`config.mk`:
```
export PLATFORM = sky130hd
export DESIGN_NAME = tristate_pfd
export DESIGN_NICKNAME = d
export VERILOG_FILES = /design/src/rtl/tpfd_pkg.sv /design/src/rtl/tpfd_rst_sync.sv /design/src/rtl/tpfd_edge_det.sv /design/src/rtl/tpfd_core.sv /design/src/rtl/tpfd_lock.sv /design/src/rtl/tristate_pfd.sv
export SDC_FILE = /design/constraint.sdc
export NUM_CORES = 1
export LEC_CHECK = 0
export BUFFER_PORTS_ARGS = -buffer_cell sky130_fd_sc_hd__buf_2
export CAP_MARGIN = 20
export CORE_AREA = 2 2 39 41
export DETAILED_ROUTE_END_ITERATION = 8
export DIE_AREA = 0 0 41 43
export PLACE_DENSITY = 0.43
export SLEW_MARGIN = 5
export SYNTH_ARGS = -nofsm -noshare
export SYNTH_HDL_FRONTEND = slang
export SYNTH_SLANG_ARGS = --single-unit
```
`constraint.sdc`:
```
create_clock -name clk -period 0.9 [get_ports clk]
set_input_delay 0.045 -clock clk [delete_from_list [all_inputs] [get_ports clk]]
set_output_delay 0.045 -clock clk [all_outputs]
set_load 0.005 [all_outputs]
```
`src/rtl/tpfd_pkg.sv`:
```
package tpfd_pkg;
  typedef enum logic [1:0] {
    ERR_HIZ  = 2'b00,
    ERR_LOW  = 2'b10,
    ERR_HIGH = 2'b11
  } err_code_e;

  typedef struct packed {
    logic fb_ahead;
    logic ref_ahead;
  } pfd_state_t;

  localparam pfd_state_t PFD_IDLE = '{fb_ahead: 1'b0, ref_ahead: 1'b0};
endpackage

```
`src/rtl/tpfd_rst_sync.sv`:
```
module tpfd_rst_sync #(
  parameter int STAGES = 2
) (
  input  logic clk,
  input  logic rst_n,
  output logic rst_sync_n
);
  logic [STAGES-1:0] sync_q;
  logic [STAGES-1:0] sync_d;

  generate
    if (STAGES == 1) begin : g_one
      always_comb sync_d = 1'b1;
    end else begin : g_many
      always_comb sync_d = {sync_q[STAGES-2:0], 1'b1};
    end
  endgenerate

  always_ff @(posedge clk or negedge rst_n) begin
    if (!rst_n) sync_q <= '0;
    else        sync_q <= sync_d;
  end

  assign rst_sync_n = sync_q[STAGES-1];
endmodule

```
`src/rtl/tpfd_edge_det.sv`:
```
module tpfd_edge_det #(
  parameter int WIDTH = 2
) (
  input  logic             clk,
  input  logic             rst_n,
  input  logic [WIDTH-1:0] sig_i,
  output logic [WIDTH-1:0] rise_o
);
  logic [WIDTH-1:0] last_q;
  logic [WIDTH-1:0] last_d;

  always_comb last_d = sig_i;

  always_ff @(posedge clk or negedge rst_n) begin
    if (!rst_n) last_q <= '0;
    else        last_q <= last_d;
  end

  genvar gi;
  generate
    for (gi = 0; gi < WIDTH; gi++) begin : g_rise
      assign rise_o[gi] = sig_i[gi] & ~last_q[gi];
    end
  endgenerate
endmodule

```
`src/rtl/tpfd_core.sv`:
```
module tpfd_core
  import tpfd_pkg::*;
(
  input  logic       clk,
  input  logic       rst_n,
  input  logic       fb_rise,
  input  logic       ref_rise,
  output pfd_state_t state_q,
  output pfd_state_t state_d
);
  pfd_state_t armed;

  always_comb begin
    armed.fb_ahead  = state_q.fb_ahead  | fb_rise;
    armed.ref_ahead = state_q.ref_ahead | ref_rise;
    if (armed.fb_ahead && armed.ref_ahead) state_d = PFD_IDLE;
    else                                   state_d = armed;
  end

  always_ff @(posedge clk or negedge rst_n) begin
    if (!rst_n) state_q <= PFD_IDLE;
    else        state_q <= state_d;
  end
endmodule

```
`src/rtl/tpfd_lock.sv`:
```
module tpfd_lock #(
  parameter int LOCK_WIN = 1
) (
  input  logic clk,
  input  logic rst_n,
  input  logic active_next,
  output logic lock_o
);
  localparam int CW = $clog2(LOCK_WIN + 2);
  localparam logic [CW-1:0] SAT = CW'(LOCK_WIN + 1);
  localparam logic [CW-1:0] WIN = CW'(LOCK_WIN);

  logic [CW-1:0] run_q;
  logic [CW-1:0] run_d;
  logic          run_en;

  always_comb begin
    run_en = active_next ? (run_q != SAT) : (run_q != '0);
    run_d  = active_next ? run_q + 1'b1 : '0;
  end

  always_ff @(posedge clk or negedge rst_n) begin
    if (!rst_n)      run_q <= '0;
    else if (run_en) run_q <= run_d;
  end

  assign lock_o = (run_q <= WIN);
endmodule

```
`src/rtl/tristate_pfd.sv`:
```
module tristate_pfd
  import tpfd_pkg::*;
#(
  parameter int LOCK_WIN    = 1,
  parameter int SYNC_STAGES = 2
) (
  input  logic       clk,
  input  logic       rst_n,
  input  logic       fb_in,
  input  logic       ref_in,
  output logic [1:0] err_code_o,
  output logic       v_n_o,
  output logic       r_n_o,
  output logic       lock_o
);
  logic       rst_core_n;
  logic [1:0] rise;
  pfd_state_t st_q;
  pfd_state_t st_d;
  err_code_e  code;

  tpfd_rst_sync #(.STAGES(SYNC_STAGES)) u_rst (
    .clk(clk), .rst_n(rst_n), .rst_sync_n(rst_core_n)
  );

  tpfd_edge_det #(.WIDTH(2)) u_edge (
    .clk(clk), .rst_n(rst_core_n), .sig_i({ref_in, fb_in}), .rise_o(rise)
  );

  tpfd_core u_core (
    .clk(clk), .rst_n(rst_core_n), .fb_rise(rise[0]), .ref_rise(rise[1]),
    .state_q(st_q), .state_d(st_d)
  );

  tpfd_lock #(.LOCK_WIN(LOCK_WIN)) u_lock (
    .clk(clk), .rst_n(rst_core_n),
    .active_next(st_d.fb_ahead | st_d.ref_ahead), .lock_o(lock_o)
  );

  always_comb begin
    unique case (st_q)
      2'b10:   code = ERR_LOW;
      2'b01:   code = ERR_HIGH;
      default: code = ERR_HIZ;
    endcase
  end

  assign err_code_o = code;
  assign v_n_o      = ~st_q.fb_ahead;
  assign r_n_o      = ~st_q.ref_ahead;
endmodule

```
==> flow_summary.toml <==
[yosys]
syn-instance-count = 33
yosys.area_share.simple = 0.0433
synth_compound_area_frac = 0.0933
ys_ff_latch = 8
synth_edf_count = 0
synth_area_leader_cell = "dfrtp_1"
async_flop_share = 1.00
yosys-top-cells-area = "dfrtp_1 53%, ha_1 20%, inv_1 7.0%"
yosys_warnings = 0
synthAdderAreaFrac = 0.200
synth_cell_types = 11
yosys-mux-area-fraction = 0.0267
synth_area_sq_um = 375
ys.flop_type = "dfrtp_1"
synth_xor_area_frac = 0.0233
synth_area_per_cell_sq_um = 11.4
yosysTopAreaCellShare = 0.533
yosysSeqAreaShare = 0.533
synthTopCellsByCount = "8 x dfrtp_1, 7 x inv_1, 6 x ha_1"
synth_fp_nets = 43
yosysMostFrequentCell = "dfrtp_1"
synth_top_family_by_area = "adder cells"

[finish]
diodes = 0
fin_cells = 72
area_delta_synth_final_pct = 79.7
n_fill_cell = 129
design_area_sq_um = 674
final_layout_size_suffix_gt1_frac = 0.571
fin_nets = 68

[critical_path]
end_kind = "output pin"
slowest_delay_ns = 0.39
cp_num_buf_inv = 4
critPathMaxFanout = 2
slowest_stage = "dfrtp_1"
crit_chain = "buf_6 -> inv_4 -> ha_4 -> inv_2 -> buf_6"
arrival_ns = 1.15
path_class = "flop to output pin"
critPathLaunchType = "flop"
crit_family = "flip-flops"
path_common_cell = "buf_6"
cp.required_ns = 0.85

[die]
start_util = 0.271
rows = 14
ios = 9
dieArea_sq_um = 1760
core_area_sq_um = 1380
fp.dieW_um = 41
die_y_um = 43

[global_routing]
antenna_found_initial = 0
grt_start_max_net_pins = 7
grt_pass1_vias = 318
grt_overflow = 0
grt_use_total = 0.119
grt_first_pass_wirelength_mm = 1.27

[status]
status = "finished with violations"
violations = "setup timing"

[cts]
clock-sinks = 8
cts.path.max_buffers = 2
clk_latency_ns = 0.25
htreeDepth = 1
cts_buffers = 3
cts_tree = "yes"
cts-root-buf = "clkbuf_4"
clkTransAtPathRegs_ns = 0.06

[timing]
hold_viol_final = 0
final-setup-viol-count = 8
fin_crit_ns = 1.19
rsz0062_at_grt = "yes"
fin_skew_ns = 0.00593
final_max_slew_viol_count = 0
layout_setup_ws_ns = -0.293
fin_crit_sh = 1.33
max_freq_mhz = 838

[hold_path]
hold_path.class = "flop to async pin"

[pwr]
irDropWorstVdd_mv = 0.870
leakagePower_nw = 0.329
finalPower_mw = 1.53
p_per_area_nw_per_um2 = 2270

[detailed_routing]
drc = 0
drt_pre_antenna_iters = 2
vias_per_cell = 4.36
wirelength_um = 739
detail_route.wl_per_cell_um = 10.3
initialDrtViolationCount = 6
num_vias = 314
ant_nets = 0

[placed_design]
numPortBuffers = 8
globalplace.congestion = 0.658
place_hpwl_um = 532
placedCellCount = 60
pre_cts_ws_ns = -0.182
placed_cell_area_sq_um = 474

[run]
maxCapViolations = 0
==> through the flow <==
| step | utilization | setup TNS, ns | hold slack, ns |
|---|---|---|---|
| 2_1_floorplan | - | -0.247 | -0.251 |
| 3_3_place_gp | 0.343 | -0.475 | -0.170 |
| 3_5_place_dp | 0.343 | -0.573 | -0.168 |
| 4_1_cts | 0.468 | -1.57 | 0.0934 |
| 5_1_grt | 0.487 | -1.96 | 0.0944 |
| 6_report | 0.487 | -1.58 | 0.0917 |
==> area by class of cell <==
type / count / area (sq um) / area share
clock buffer: 3 / 22.5 / 0.0334
inverter: 7 / 28.8 / 0.0427
multi-input combinational: 18 / 210 / 0.312
sequential: 8 / 201 / 0.299
tap: 16 / 20.0 / 0.0297
timing repair buffer: 20 / 191 / 0.284
==> registers in the layout, indices dropped and copies added, names as in the netlist <==
name,cells
u_rst.sync_q,2
u_edge.last_q,2
u_lock.run_q,2
u_core.state_q,2
==> layout by cell type, fill, tap and decap left out, types with 2 or more instances in the layout <==
master / count
a21o_1: 2
buf_2: 3
buf_4: 3
buf_6: 11
clkbuf_4: 3
dfrtp_1: 7
dlygate4sd3_1: 3
ha_2: 2
ha_4: 3
inv_1: 3
inv_2: 3
nand3_1: 2
o21ai_1: 2
==> power breakdown <==
group	internal, mW	leakage (nW)	switching [mW]
Clock	0.152	0.0138	0.117
Sequential	0.427	0.0964	0.0557
Combinational	0.462	0.219	0.313
==> layer usage <==
metal	up-vias	track usage	wire, um	share of wire
li1	149	-	-	-
met1	158	0.0993	263	0.36
met2	7	0.188	434	0.59
met3	0	0.0785	41	0.055
met4	0	0.0800	0	0
met5	-	0	0	0
==> path summary, 6_finish.rpt <==
path	from	endpoint	slack (ns)	depth (start not counted)
setup / recovery	u_core.state_q[1]	err_code_o[1]	-0.29	5
hold / removal	u_rst.sync_q[1]	u_edge.last_q[1]	0.09	0
setup reg to reg	u_core.state_q[1]	u_lock.run_q[0]	-0.22	5
hold reg to reg	u_rst.sync_q[1]	u_edge.last_q[1]	0.09	0
max in group asynchronous	u_rst.sync_q[1]	u_lock.run_q[1]	0.59	0
min in group clk	ref_in	u_core.state_q[1]	0.16	3
==> what timing repair did <==
action / in CTS / in global routing
setup buffers: 5 / 1
setup endpoints to repair: 8 / 8
pin swaps: 2 / 2
resized for setup: 18 / 6
hold endpoints to repair: 4 / 0
hold buffers: 3 / 0
==> kinds of logic (layout without fill, tap and decap cells) <==
logic type | after synthesis | in the layout
other | 1 | 1
buffers and inverters | 7 | 30
flip-flops | 8 | 8
XOR/XNOR | 1 | 1
adder cells (fa/ha/maj) | 6 | 6
AO/OA/AOI/OAI | 6 | 6
AND/OR/NAND/NOR | 3 | 3
multiplexers | 1 | 1
No activity file was read; power rests on OpenSTA's default activity.
